File: src/rtl/sysbus_pkg.sv
package sysbus_pkg;
  localparam int NREG   = 8;
  localparam int NSIZE  = 3;
  localparam int IDX_W  = $clog2(NREG);
  localparam int WAIT_W = 4;
  localparam int TBL_W  = NREG * NSIZE * WAIT_W;

  localparam int RG_PAL  = 4;
  localparam int RG_VRAM = 5;

  typedef enum logic [1:0] {SZ_B = 2'd0, SZ_H = 2'd1, SZ_W = 2'd2, SZ_X = 2'd3} size_e;

  localparam logic [31:0] REG_BASE [NREG] = '{
    32'h0000_0000, 32'h0200_0000, 32'h0300_0000, 32'h0400_0000,
    32'h0500_0000, 32'h0600_0000, 32'h0700_0000, 32'h0800_0000};
  localparam logic [31:0] REG_LAST [NREG] = '{
    32'h0000_3FFF, 32'h0203_FFFF, 32'h0300_7FFF, 32'h0400_03FE,
    32'h0500_03FF, 32'h0601_7FFF, 32'h0700_03FF, 32'h09FF_FFFF};

  // size code -> table column; the spare code is timed as a word
  function automatic int unsigned size_class(input logic [1:0] s);
    case (s)
      SZ_B:    return 0;
      SZ_H:    return 1;
      default: return 2;
    endcase
  endfunction

  function automatic logic [TBL_W-1:0] default_waits();
    logic [TBL_W-1:0] t;
    t = '0;
    for (int r = 0; r < NREG; r++)
      for (int s = 0; s < NSIZE; s++)
        t[(r*NSIZE+s)*WAIT_W +: WAIT_W] =
          ((r == RG_PAL || r == RG_VRAM) && s == 2) ? WAIT_W'(2) : WAIT_W'(1);
    return t;
  endfunction
endpackage

File: src/rtl/bus_map_decode.sv
module bus_map_decode
  import sysbus_pkg::*;
(
  input  logic [31:0]      addr_i,
  output logic             hit_o,
  output logic [IDX_W-1:0] idx_o
);
  logic [NREG-1:0] match;

  for (genvar g = 0; g < NREG; g++) begin : g_cmp
    assign match[g] = (addr_i >= REG_BASE[g]) && (addr_i <= REG_LAST[g]);
  end

  always_comb begin
    hit_o = |match;
    idx_o = '0;
    for (int i = 0; i < NREG; i++)
      if (match[i]) idx_o = IDX_W'(i);
  end
endmodule

File: src/rtl/bus_wait_timer.sv
module bus_wait_timer
  import sysbus_pkg::*;
(
  input  logic              clk_i,
  input  logic              rst_ni,
  input  logic              start_i,
  input  logic [WAIT_W-1:0] load_i,
  output logic              busy_o,
  output logic              last_o
);
  logic [WAIT_W-1:0] cnt_q;

  always_ff @(posedge clk_i or negedge rst_ni) begin
    if (!rst_ni)                  cnt_q <= '0;
    else if (start_i && !busy_o)  cnt_q <= (load_i == '0) ? WAIT_W'(1) : load_i;
    else if (busy_o)              cnt_q <= cnt_q - WAIT_W'(1);
  end

  assign busy_o = (cnt_q != '0);
  assign last_o = (cnt_q == WAIT_W'(1));

  // a started access stays busy until its last cycle
  a_r5_hold_busy: assert property (@(posedge clk_i) disable iff (!rst_ni)
    (busy_o && !last_o) |=> busy_o);
  // last cycle always frees the timer
  a_r6_last_frees: assert property (@(posedge clk_i) disable iff (!rst_ni)
    last_o |=> !busy_o);
endmodule

File: src/rtl/sysbus_region_dec.sv
module sysbus_region_dec
  import sysbus_pkg::*;
#(
  parameter int              DATA_W   = 32,
  parameter int              OFFS_W   = 24,
  parameter logic [TBL_W-1:0] WAIT_TBL = default_waits()
) (
  input  logic                   clk_i,
  input  logic                   rst_ni,
  input  logic                   req_i,
  input  logic                   we_i,
  input  logic [1:0]             size_i,
  input  logic [31:0]            addr_i,
  input  logic [DATA_W-1:0]      wdata_i,
  input  logic [NREG*DATA_W-1:0] rdata_i,
  output logic [NREG-1:0]        sel_o,
  output logic [OFFS_W-1:0]      offs_o,
  output logic [1:0]             size_o,
  output logic [DATA_W-1:0]      wdata_o,
  output logic                   wr_o,
  output logic                   done_o,
  output logic                   err_o,
  output logic [DATA_W-1:0]      rdata_o
);
  logic             hit, busy, last, accept;
  logic [IDX_W-1:0] idx;
  logic [WAIT_W-1:0] wait_n;

  logic [31:0]       addr_q;
  logic              we_q, hit_q;
  logic [1:0]        size_q;
  logic [IDX_W-1:0]  idx_q;
  logic [DATA_W-1:0] wdata_q;

  bus_map_decode u_dec (
    .addr_i (addr_i),
    .hit_o  (hit),
    .idx_o  (idx)
  );

  always_comb begin
    if (hit) wait_n = WAIT_TBL[(int'(idx)*NSIZE + int'(size_class(size_i)))*WAIT_W +: WAIT_W];
    else     wait_n = WAIT_W'(1);
  end

  assign accept = req_i && !busy;

  bus_wait_timer u_tmr (
    .clk_i   (clk_i),
    .rst_ni  (rst_ni),
    .start_i (accept),
    .load_i  (wait_n),
    .busy_o  (busy),
    .last_o  (last)
  );

  always_ff @(posedge clk_i or negedge rst_ni) begin
    if (!rst_ni) begin
      addr_q  <= '0;
      we_q    <= 1'b0;
      hit_q   <= 1'b0;
      size_q  <= '0;
      idx_q   <= '0;
      wdata_q <= '0;
    end else if (accept) begin
      addr_q  <= addr_i;
      we_q    <= we_i;
      hit_q   <= hit;
      size_q  <= size_i;
      idx_q   <= idx;
      wdata_q <= wdata_i;
    end
  end

  always_comb begin
    sel_o = '0;
    if (busy && hit_q) sel_o[idx_q] = 1'b1;
  end

  assign offs_o  = addr_q[OFFS_W-1:0];
  assign size_o  = size_q;
  assign wdata_o = wdata_q;
  assign done_o  = last && hit_q;
  assign err_o   = last && !hit_q;
  assign wr_o    = done_o && we_q;
  assign rdata_o = done_o ? rdata_i[int'(idx_q)*DATA_W +: DATA_W] : '0;

  a_r1_sel_onehot: assert property (@(posedge clk_i) disable iff (!rst_ni)
    $onehot0(sel_o));
  a_r3_err_clean: assert property (@(posedge clk_i) disable iff (!rst_ni)
    err_o |-> (sel_o == '0 && !wr_o && !done_o));
  a_r7_done_pulse: assert property (@(posedge clk_i) disable iff (!rst_ni)
    done_o |=> !done_o);
  a_r8_wr_in_done: assert property (@(posedge clk_i) disable iff (!rst_ni)
    wr_o |-> (done_o && $countones(sel_o) == 1));
  a_r9_hold_req: assert property (@(posedge clk_i) disable iff (!rst_ni)
    (busy && !last) |=> ($stable(addr_q) && $stable(wdata_q) && $stable(we_q)));
endmodule

File: config.mk
export PLATFORM = sky130hd
export DESIGN_NAME = sysbus_region_dec
export DESIGN_NICKNAME = d
export VERILOG_FILES = /design/src/rtl/sysbus_pkg.sv /design/src/rtl/bus_map_decode.sv /design/src/rtl/bus_wait_timer.sv /design/src/rtl/sysbus_region_dec.sv
export SDC_FILE = /design/constraint.sdc
export NUM_CORES = 1
export LEC_CHECK = 0
export BUFFER_PORTS_ARGS = -buffer_cell sky130_fd_sc_hd__buf_2
export CAP_MARGIN = 20
export CORE_AREA = 2 2 166 168
export DETAILED_ROUTE_END_ITERATION = 8
export DIE_AREA = 0 0 168 170
export GPL_TIMING_DRIVEN = 0
export PLACE_DENSITY = 0.45
export SLEW_MARGIN = 5
export SYNTH_ARGS = -nofsm -noshare
export SYNTH_HDL_FRONTEND = slang
export SYNTH_HIERARCHICAL = 1
export SYNTH_SLANG_ARGS = --single-unit
File: constraint.sdc
create_clock -name clk_i -period 5.6 [get_ports clk_i]
set_input_delay 0.56 -clock clk_i [delete_from_list [all_inputs] [get_ports clk_i]]
set_output_delay 0.56 -clock clk_i [all_outputs]
set_load 0.01 [all_outputs]
### Word-level counts from Yosys, hierarchy flattened

Index checks and enable logic that the tools add are counted.

| operators by class | value |
|---|---|
| add/sub/neg operators | 2 |
| multipliers | 1 |
| $lt $le $gt $ge | 18 |
| eq/ne operators | 2 |
| shift operators | 2 |
| muxes and demuxes | 17 |
| reduce and logical (&&, ||, !) cells | 22 |

Operators with widths:

| kind | number |
|---|---|
| $shiftx 256x9->32 | 1 |
| $ge 32x27->1 const B | 4 |
| $le 32x27->1 const B | 4 |
| $shiftx 96x32->4 const A | 1 |
| $ge 32x26->1 const B | 2 |
| $le 32x26->1 const B | 2 |
| $ge 32x1->1 const B | 1 |
| $ge 32x28->1 const B | 1 |
| $le 32x14->1 const B | 1 |
| $le 32x28->1 const B | 1 |
| $mux 32 | 1 |
| $add 6x30->30 | 1 |
| $mux 30 | 1 |
| $mux 4 | 4 |
| $logic_and 1x1->1 | 15 |
| $mux 3 | 4 |
| $mux 8 | 1 |
| $reduce_or 8->1 | 1 |
| $mul 3x2->5 const B | 1 |
| $eq 4x1->1 const B | 1 |
| $logic_not 4->1 | 1 |
| $lt 3x4->1 const B | 1 |
| $mux 2 | 2 |
| $pmux 2 s2 | 1 |
| 9 further kinds | 11 |

| word-level totals | value |
|---|---|
| flip-flop bits (word level) | 67 |
| bits of input ports | 326 |
| output and inout bits | 101 |
| word-level logic and storage cells | 71 |

### Longest topological paths before layout

| depth | value |
|---|---|
| depth after elaboration | 16 |
| mapped depth | 17 |

### Modules after synthesis

The synthesis kept the hierarchy.

Modules (own cells, without submodules):

| module | instances | cells an instance | area each (um^2) | sequential area each (um^2) |
|---|---|---|---|---|
| sysbus_region_dec | 1 | 348 | 4763.3 | 1576.5 |
| bus_wait_timer | 1 | 28 | 282.8 | 100.1 |
| bus_map_decode | 1 | 40 | 231.5 | 0.0 |

### Least setup slack after synthesis

Ideal clock, no wire load.

| timing path | value |
|---|---|
| kind | input to register |
| start | input addr_i[10] |
| end | register u_tmr.cnt_q[0] |
| setup time | 0.137 ns |
| arrival time | 3.904 ns |
| path slack | 1.559 ns |
| cell stages on the path | 12 |
| path through | or4_4 -> or4b_4 -> o31ai_1 -> inv_1 -> fa_1 -> xor2_1 -> nor3_1 -> o21ai_0 -> o41ai_1 -> nor3_1 -> nor2_1 -> a31oi_1 |

| between the ends | value |
|---|---|
| elaborated cells on any way between the ends | 39 |
| classes of those cells | 1 x add/sub; 1 x mul; 16 x order compare; 1 x shift; 10 x mux; 10 x reduce/logical |

RTL lines:

| element | line | RTL |
|---|---|---|
| start: declaration | sysbus_region_dec.sv:13 | `input logic [31:0] addr_i,` |
| $ge 32x27->1 or $le 32x27->1 (tied branches) | bus_map_decode.sv:11 | `assign match[g] = (addr_i >= REG_BASE[g]) && (addr_i <= REG_LAST[g]);` |
| $logic_and 1x1->1 | bus_map_decode.sv:11 |  |
| $mux 3 (3 in a row) | bus_map_decode.sv:18 | `if (match[i]) idx_o = IDX_W'(i);` |
| $mux 3 (*) | bus_map_decode.sv:18 |  |
| named net idx[2] | sysbus_region_dec.sv:26 | `logic [IDX_W-1:0] idx;` |
| $mul 3x2->5 (*) | sysbus_region_dec.sv:42 | `if (hit) wait_n = WAIT_TBL[(int'(idx)*NSIZE + int'(size_class(size_i)))*WAIT_W +: WAIT_W];` |
| $add 6x30->30 (*) | sysbus_region_dec.sv:42 |  |
| $shiftx 96x32->4 (*) | sysbus_region_dec.sv:42 |  |
| $mux 4 (*) | sysbus_region_dec.sv:42 |  |
| named net wait_n[1] | sysbus_region_dec.sv:27 | `logic [WAIT_W-1:0] wait_n;` |
| $logic_not 4->1 (*) | bus_wait_timer.sv:15 | `else if (start_i && !busy_o) cnt_q <= (load_i == '0) ? WAIT_W'(1) : load_i;` |
| $mux 4 (*) (2 in a row) | bus_wait_timer.sv:15 |  |
| end signal: assignment | bus_wait_timer.sv:15 |  |
| end signal: assignment | bus_wait_timer.sv:16 | `else if (busy_o) cnt_q <= cnt_q - WAIT_W'(1);` |
| end: declaration | bus_wait_timer.sv:11 | `logic [WAIT_W-1:0] cnt_q;` |

Mark *: on every way through the listed nets, which the timed path passes. The rest lies on a longest branch.
A chain may end at the register's enable or synchronous reset.

### Final worst setup path

| timing path | value |
|---|---|
| start | input addr_i[29] |
| end | register u_tmr.cnt_q[0] |

Same word-level chain as after synthesis.

==> flow_summary_export.csv <==
group,metric,value,unit
routing,drtIter0Drc,159,
die,rows,60,
die,dieHeight,170,um
setup_path,cp.required,5780,ps
timing,setup_ws,1190,ps
routing,top_layer_used,"met5",
global_routing,overflow,0,
cts,cts_buffers,9,
synthesis,ys_seq_elements,67,
routing,wl_per_cell,20.7,um
finish,drive_gt1_share,69.2,%
cts,ctsResizeCount,0,
finish,finish.utilization,30.7,%
routing,first_pass_iters,4,
cts,cts_tree,"yes",
die,io-pin-count,427,
cts,cts_hold_buf,0,
finish,multi_input_area,3360,um2
setup_path,crit_fanout,6,
synthesis,synthCells,416,
power_and_ir_drop,power.density,292,nW/um2
timing,finalSetupViolCount,0,
timing,period_needed,4410,ps
global_routing,grt_usage,16.9,%
flow_run,cap_violations,0,
synthesis,ys_types,46,
routing,met1_length,9290,um
synthesis,yosysSeqAreaShare,31.8,%
setup_path,reg2reg_depth,10,
placement,gp_congestion,0.906,
cts,cts_buffer_depth,2,
global_routing,grt_max_degree,59,
status,status,"finished clean",
cts,postCtsSetupBuffers,0,
setup_path,r2r_start,"u_tmr/cnt_q[0]",
routing,vias,5482,
finish,area_delta_synth_final,54.8,%
timing,relSlewSlack,39.0,%
finish,fill_cells,2866,
global_routing,antenna_found_initial,14,
power_and_ir_drop,finalPower,2.38,mW
placement,hpwl,21400,um
synthesis,synth_edf_count,0,
synthesis,async_reset_ff_share,100,%
global_routing,grt_pass1_wl,36000,um
cts,clk_latency,330,ps
setup_path,crit_path_end_kind,"flop",
synthesis,postSynthAreaPerCell,12.7,um2
setup_path,critPathLaunchType,"primary input",
synthesis,syn_area,5280,um2
timing,grt_setup_unrepaired,"no",
die,die_w,168,um
cts,cts_root_buf,"clkbuf_16",
finish,layout_common_cells,"439 x buf_2, 67 x dfrtp_1, 64 x mux4_2",
worst_hold_path,hold_class,"primary input to asynchronous set/reset pin",
finish,layout_commonest_cell,"buf_2",
timing,tightestPinTransition,914,ps
placement,dp_cells,1187,
power_and_ir_drop,ir_drop,0.191,mV
die,die_area,28600,um2
timing,max_freq,0.227,GHz
finish,nNetsFinal,1193,
cts,path_clk_slew,60,ps
routing,route.met3.wl,2140,um
timing,setup-tns-final,0,ps
die,core_area,26700,um2
timing,hold_viol,0,
placement,portBuffers,426,
routing,vias_per_cell,4.52,
finish,regArea,1680,um2
setup_path,cp.arrival,4590,ps
cts,cts.sink_count,67,
die,start_util,19.8,%
timing,period_share,78.7,%
setup_path,timing.rr.end,"u_tmr/cnt_q[0]",
routing,drc,0,
routing,wl_met2,13000,um
routing,antenna_left,0,
timing,slew_viol_final,0,
finish,stdcell_count,1212,
global_routing,grt_pass1_vias,5863,
timing,skew,8.42,ps
synthesis,synth_ff_type,"dfrtp_1",
setup_path,ff2ff_setup_slack,3070,ps
cts,htreeDepth,3,
synthesis,yosysWarnings,6,
setup_path,crit_type,"primary input to flop",
power_and_ir_drop,p_leak,3.81,nW
routing,routed_wl,25100,um
placement,pre_cts_slack,774,ps
==> worst max-delay path, stage by stage <==
cell     delay [ps]
buf_2           100
nor4_1          710
nand4_1         340
o31ai_1         840
inv_1           140
fa_1            470
xor2_1          230
nor3_1          230
o21ai_0         130
o41ai_1         530
nor3_1          120
nor2_1          110
a31oi_1          80
==> metal layers <==
layer / track usage (%) / vias to the layer above
li1: - / 2488
met1: 18.5 / 2673
met2: 30.3 / 279
met3: 5.53 / 34
met4: 6.43 / 8
met5: 0 / -
==> cell type report <==
cell class / count / area share [%]
diodes: 10 / 0.306
inverters: 13 / 0.597
multi-input cells: 307 / 41.2
well taps: 341 / 5.22
plain buffers: 32 / 2.45
repair buffers: 427 / 26.5
flip-flops and latches: 67 / 20.5
clock inverters: 6 / 0.521
clock buffers: 9 / 2.76
==> sequential cells by signal (all words and copies together), names as in the netlist <==
register	flops
size_o	2
addr_q	24
we_q	1
idx_q	3
wdata_o	32
hit_q	1
u_tmr/cnt_q	4
==> cells by family (layout without fill, tap and decap cells) <==
| logic type | count (synthesis) | in the layout | share of synthesized area (%) |
|---|---|---|---|
| AOI/OAI and AO/OA | 28 | 28 | 3.46 |
| xor gates and xnor gates | 4 | 4 | 0.664 |
| adders and majority gates | 10 | 10 | 2.66 |
| buffers and inverters | 45 | 487 | 4.72 |
| DFF | 67 | 67 | 31.8 |
| muxes | 162 | 162 | 47.5 |
| other | 1 | 14 | 0.0711 |
| and+or+nand+nor | 99 | 99 | 9.18 |
==> synthesized netlist by cell type, types with 2 or more instances <==
cell type | n | area (um2)
dfrtp_1 | 67 | 1680
mux4_2 | 64 | 1440
mux2_2 | 63 | 709
nor2_1 | 50 | 188
mux2i_1 | 34 | 340
buf_2 | 14 | 70.1
inv_1 | 13 | 48.8
nand2_1 | 13 | 48.8
clkbuf_1 | 12 | 45.0
ha_1 | 8 | 100
o21ai_0 | 7 | 35.0
a21oi_1 | 6 | 30.0
o31ai_1 | 6 | 45.0
nand3_1 | 5 | 25.0
nor3_1 | 5 | 25.0
nand4_1 | 4 | 25.0
nor4_1 | 4 | 25.0
nand2b_1 | 3 | 18.8
nor2b_1 | 3 | 18.8
a31oi_1 | 2 | 12.5
buf_12 | 2 | 40.0
buf_8 | 2 | 30.0
fa_1 | 2 | 40.0
o41ai_1 | 2 | 17.5
or2_2 | 2 | 12.5
xnor2_1 | 2 | 17.5
xor2_1 | 2 | 17.5
==> how the worst max path moves through the flow <==
| stage | from | to | slack [ps] | cells after the start |
|---|---|---|---|---|
| floorplan | addr_i[10] | u_tmr/cnt_q[0] | 1560 | 12 |
| global placement | addr_i[29] | u_tmr/cnt_q[0] | 820 | 13 |
| detailed placement | addr_i[29] | u_tmr/cnt_q[0] | 770 | 13 |
| CTS | addr_i[29] | u_tmr/cnt_q[0] | 1110 | 13 |
| global route | addr_i[29] | u_tmr/cnt_q[0] | 700 | 13 |
| finish | addr_i[29] | u_tmr/cnt_q[0] | 1190 | 13 |
==> per-stage QoR <==
step / hold slack [ps] / cell area (um2)
CTS: 51.3 / 8150
detailed placement: 415 / 7880
global placement: 484 / 7850
finish: 64.5 / 8170
global route: 51.7 / 8170
floorplan: 264 / 5290
==> report_power, final <==
group,total (mW),internal [mW],switching [mW]
clock network,0.519,0.298,0.221
registers,0.852,0.718,0.133
logic,1.01,0.556,0.456
total,2.38,1.57,0.810
Note: power is estimated with default switching activity, not from simulation.
